--- src/rtl/flash_cmd_decoder.sv ---
module flash_cmd_decoder #(
  parameter int unsigned ADDR_W    = 16,
  parameter int unsigned SECT_LSB  = 12,
  parameter int unsigned OFS_W     = 4,
  parameter logic [7:0]  DEV_CODE  = 8'hB7,
  parameter int unsigned PROG_CYC  = 8,
  parameter int unsigned ERASE_CYC = 20
) (
  input  logic              clk,
  input  logic              rst_n,
  input  logic              wr_en,
  input  logic              rd_en,
  input  logic [ADDR_W-1:0] addr,
  input  logic [7:0]        wdata,
  output logic [7:0]        rdata
);
  localparam int unsigned SEC_W = ADDR_W - SECT_LSB;
  localparam int unsigned IDX_W = SEC_W + OFS_W;
  localparam int unsigned DEPTH = 1 << IDX_W;
  localparam int unsigned MAXC  = (PROG_CYC > ERASE_CYC) ? PROG_CYC : ERASE_CYC;
  localparam int unsigned CNT_W = $clog2(MAXC + 1);

  localparam logic [3:0] ST_READ = 4'd0, ST_U1 = 4'd1, ST_U2 = 4'd2, ST_PGM = 4'd3,
                         ST_E3 = 4'd4, ST_E4 = 4'd5, ST_E5 = 4'd6, ST_ID = 4'd7,
                         ST_IDU1 = 4'd8, ST_IDU2 = 4'd9, ST_BUSY = 4'd10;
  localparam logic [1:0] OP_PROG = 2'd0, OP_SECT = 2'd1, OP_CHIP = 2'd2;

  logic [3:0]       state;
  logic [1:0]       op;
  logic [CNT_W-1:0] cnt;
  logic             tog;
  logic [7:0]       tgt_data;
  logic [IDX_W-1:0] tgt_idx;
  logic [7:0]       mem [DEPTH];

  wire [14:0]      cmd_a   = addr[14:0];
  wire             busy    = (state == ST_BUSY);
  wire             in_id   = (state == ST_ID) || (state == ST_IDU1) || (state == ST_IDU2);
  wire             at_5555 = (cmd_a == 15'h5555);
  wire             hit_aa  = at_5555 && (wdata == 8'hAA);
  wire             hit_55  = (cmd_a == 15'h2AAA) && (wdata == 8'h55);
  wire [IDX_W-1:0] a_idx   = {addr[ADDR_W-1:SECT_LSB], addr[OFS_W-1:0]};
  wire             dq7     = (op == OP_PROG) ? ~tgt_data[7] : 1'b0;

  logic [7:0] rd_val;
  always_comb begin
    if (busy)       rd_val = {dq7, tog, 6'b0};
    else if (in_id) rd_val = addr[0] ? DEV_CODE : 8'hBF;
    else            rd_val = mem[a_idx];
  end

  always_ff @(posedge clk) begin
    if (!rst_n) begin
      state    <= ST_READ;
      op       <= OP_PROG;
      cnt      <= '0;
      tog      <= 1'b1;
      tgt_data <= '0;
      tgt_idx  <= '0;
      rdata    <= '0;
      for (int i = 0; i < DEPTH; i++) mem[i] <= 8'hFF;
    end else begin
      if (rd_en) begin
        rdata <= rd_val;
        if (busy) tog <= ~tog;
      end
      if (busy) begin
        if (cnt == CNT_W'(1)) begin
          state <= ST_READ;
          if (op == OP_PROG) begin
            mem[tgt_idx] <= mem[tgt_idx] & tgt_data;
          end else begin
            for (int i = 0; i < DEPTH; i++)
              if (op == OP_CHIP || IDX_W'(i) >> OFS_W == tgt_idx >> OFS_W)
                mem[i] <= 8'hFF;
          end
        end else begin
          cnt <= cnt - CNT_W'(1);
        end
      end else if (wr_en) begin
        case (state)
          ST_READ: state <= hit_aa ? ST_U1 : ST_READ;
          ST_U1:   state <= hit_55 ? ST_U2 : ST_READ;
          ST_U2: begin
            if (at_5555 && wdata == 8'h90)      state <= ST_ID;
            else if (at_5555 && wdata == 8'hA0) state <= ST_PGM;
            else if (at_5555 && wdata == 8'h80) state <= ST_E3;
            else                                state <= ST_READ;
          end
          ST_PGM: begin
            state    <= ST_BUSY;
            op       <= OP_PROG;
            cnt      <= CNT_W'(PROG_CYC);
            tog      <= 1'b1;
            tgt_data <= wdata;
            tgt_idx  <= a_idx;
          end
          ST_E3: state <= hit_aa ? ST_E4 : ST_READ;
          ST_E4: state <= hit_55 ? ST_E5 : ST_READ;
          ST_E5: begin
            if (wdata == 8'h30 || (wdata == 8'h10 && at_5555)) begin
              state   <= ST_BUSY;
              op      <= (wdata == 8'h30) ? OP_SECT : OP_CHIP;
              cnt     <= CNT_W'(ERASE_CYC);
              tog     <= 1'b1;
              tgt_idx <= a_idx;
            end else begin
              state <= ST_READ;
            end
          end
          ST_ID:   state <= (wdata == 8'hF0) ? ST_READ : (hit_aa ? ST_IDU1 : ST_ID);
          ST_IDU1: state <= (wdata == 8'hF0) ? ST_READ : (hit_55 ? ST_IDU2 : ST_ID);
          ST_IDU2: state <= (wdata == 8'hF0) ? ST_READ : ST_ID;
          default: state <= ST_READ;
        endcase
      end
    end
  end
endmodule

--- config.mk ---
export PLATFORM = sky130hd
export DESIGN_NAME = flash_cmd_decoder
export DESIGN_NICKNAME = d
export VERILOG_FILES = /design/src/rtl/flash_cmd_decoder.sv
export SDC_FILE = /design/constraint.sdc
export NUM_CORES = 2
export LEC_CHECK = 0
export BUFFER_PORTS_ARGS = -buffer_cell sky130_fd_sc_hd__buf_2
export CAP_MARGIN = 20
export CORE_MARGIN = 4
export CORE_UTILIZATION = 60
export DETAILED_ROUTE_END_ITERATION = 8
export PLACE_DENSITY_LB_ADDON = 0.12
export SLEW_MARGIN = 0
export SYNTH_ARGS = -nofsm -noshare
export SYNTH_HDL_FRONTEND = slang
export SYNTH_SLANG_ARGS = --single-unit
--- constraint.sdc ---
create_clock -name clk -period 4.2 [get_ports clk]
set_clock_uncertainty 0.1 [all_clocks]
set_input_delay 0.63 -clock clk [delete_from_list [all_inputs] [get_ports clk]]
set_output_delay 0.63 -clock clk [all_outputs]
set_load 0.05 [all_outputs]
==> reports/results.txt <==
status: finished, violations left
failing checks: setup timing
clock period minus worst slack: 4260 ps
CP Data Required Time: 4820 ps
commonest non-fill, non-tap cell in the layout: nand2_1
number of global-route vias before repair: 76900
initial DRC count: 13300
CTS H-tree depth: 4
slowest stage delay, CP: 1090 ps
syn nets: 7833
Chip Height: 437 um
cells after synthesis: 7803
Avg WL per Cell: 37.4 um
Critical path buffers and inverters: 5
synthesized area: 110000 um^2
first-pass GRT wire length: 574000 um
YS warnings: 0
port bufs: 35
Non-Filler Instances: 10800
Worst VDD drop: 0.405 mV
num ports: 36
DRC Markers: 0
CP top delay family: compound AO/OA/AOI/OAI gates
Min-Delay Path Class: in -> reg
Yosys reg bits: 2092
Final nets: 8179
CTS Buf Count: 216
most frequent cells in the layout: nand2_1, edfxtp_1, mux4_2, buf_4, nor2_1
PwrDens: 393 nW/um^2
syn avg cell area: 14.1 um^2
Setup crit end kind: register
GRT Overall Usage: 0.427
deepest clock path buffer count: 3
Area contributors post-synth: edfxtp_1, mux4_2, nand2_1, mux2i_1, o21ai_0
Clock transition at path regs: 70 ps
Die Area: 191000 um^2
final setup vio count: 206
measured slew at the worst slew-check pin: 1330 ps
Leak: 39.1 nW
critical path class: reg -> reg
Post-DP HPWL: 290000 um
Reg2Reg Setup Slack: -60 ps
Simple-Gate Fraction of Synth Area: 0.106
final core occ: 0.680
Via density: 7.28
grt total ovfl: 0
Worst Path Max Fanout: 33
relative slew slack: 0.110
via count: 78900
Post-Synth Adder-Cell Area: 0.000227
TNS Setup: -3850 ps
Seq/Total Area, Yosys: 0.566
area taken by multi-input logic gates: 43600 um^2
Routed met1 length: 131000 um
TritonCTS clock tree: built
final worst slack: -63.2 ps
Crit path top cell by count: buf_12
routability cong.: 1.04
CORE AREA: 183000 um^2
Yosys top cell area share: 0.558
antenna-violating nets left: 0
top_reg_cell synth: edfxtp_1
fmax: 235 MHz
DR pass1 iterations: 9
met3 WL: 65400 um
Max-Cap Viols: 0
placed inst area: 117000 um^2
initial antenna violation count: 42
max-slew violation count: 0
ys async rst share: 0
Synth area leader: edfxtp_1
Compound-Gate Fraction of Synth Area: 0.0408
Post-synth EDFFs: 2048
Die W: 437 um
Netlist cell types: 82
Worst Hold Launch: wr_en
Hold Slack: 67.1 ps
mux cell area share after synthesis: 0.246
Fin. Hold Viols: 0
final period utilization: 1.02
XOR/XNOR Fraction of Synth Area: 0.0000795
Setup crit start kind: register
largest net degree at the start of global routing: 74
main combinational cell family by area after synthesis: multiplexers
crit-path cells: buf_12, buf_4, mux4_2, nor2b_1, a211oi_1, buf_4, a211o_1, a211oi_1, o32ai_4, buf_12, buf_12, nand2_1
# rows: 157
ratio of cells with drive above 1 in the final layout: 0.279
flip-flop and latch area: 62400 um^2
DR WL met2: 176000 um
clk_lat worst skew: 910 ps
Worst EP arrival: 4890 ps
Crit-path slowest cell: a211oi_1
clk root buf: clkbuf_16
Starting Density: 0.603
top sig layer: met5
Post-Layout Inst Area: 124000 um^2
unrepaired setup endpoints after global routing: no
area delta synth->final: 12.8%
Placed Cells incl. Taps: 10400
clk sinks: 2092
Filler Cells Inserted: 12600
DRT Wirelength: 405000 um
## stage by stage
step	setup WS [ps]	total power, W
CTS	86.2	0.0486
finish	-63.2	0.0488
detailed placement	27.8	0.0289
global route	3.39	0.0498
floorplan	924	0.0270
global placement	36.7	0.0288
## state kept, by name, summed over array words and instances, names as in the netlist, named ones only
name,count
cnt,5
mem,2048
op,2
rdata,8
state,4
tgt_data,8
tgt_idx,8
tog,1
## synthesized netlist by cell type (11+ instances only)
master and instances:
a31oi_1 21, o21ai_1 15, buf_6 120, and2_1 19
mux2i_1 294, o21ai_0 283, o22ai_1 75, a2111oi_0 25
nand3_1 60, nand2_1 2206, dfxtp_1 44, nor3_1 45
edfxtp_1 2048, nor2b_1 85, buf_4 156, and3_1 13
a32o_1 11, a22oi_1 54, or2_2 13, a221oi_1 17
a211oi_1 24, o221ai_1 11, nand2b_1 33, buf_2 167
mux4_2 1057, nor4_1 14, clkbuf_1 239, a21oi_1 66
o211ai_1 11, nor2_1 339, nand4_1 23, buf_1 32
mux2_2 34
## area by class of cell
class	instances	share of cell area
Clock buffer	260	0.0455
Timing Repair Buffer	845	0.0629
Tap cell	2464	0.0248
Antenna cell	29	0.000584
Clock inverter	143	0.0133
Inverter	7	0.000211
Sequential cell	2092	0.502
Multi-Input combinational cell	4987	0.351
## path summary, 6_finish.rpt
| path | endpoint | cells past startpoint |
|---|---|---|
| max | mem[173][5]$_SDFFCE_PN1P_ | 12 |
| min | state[0]$_SDFFE_PN0P_ | 3 |
| max reg2reg | mem[173][5]$_SDFFCE_PN1P_ | 12 |
| min reg2reg | cnt[4]$_SDFFE_PN0P_ | 2 |
## cells by family after synthesis
family                     count (synthesis)
and+or+nand+nor                         2896
xor gates and xnor gates                   1
muxes                                   1385
adders and majority gates                  2
DFF                                     2092
AOI/OAI and AO/OA                        703
buffers and inverters                    724
## layer usage
layer,up-vias,global-route usage
li1,30800,-
met1,39400,0.552
met2,7140,0.609
met3,1474,0.163
met4,24,0.274
met5,-,0.000756
## report_power, final
part           total [W]  switching [W]  internal, W
sequential        0.0245       0.000606       0.0239
combinational    0.00421        0.00238      0.00182
clock             0.0201        0.00856       0.0116
total             0.0488         0.0115       0.0373
## timing repair
item	CTS	global route
endpoints found under the hold margin	6	0
gates resized for setup	0	11
buffers inserted	0	10
endpoints found under the setup margin	0	569
hold buffers	6	0
## tightest hold or removal path, delay by kind of cell
family                 cells  cell delay, ps
AOI/OAI and AO/OA          1             110
buffers and inverters      1             150
and+or+nand+nor            1             120
Power figures use the tool's default switching activity.
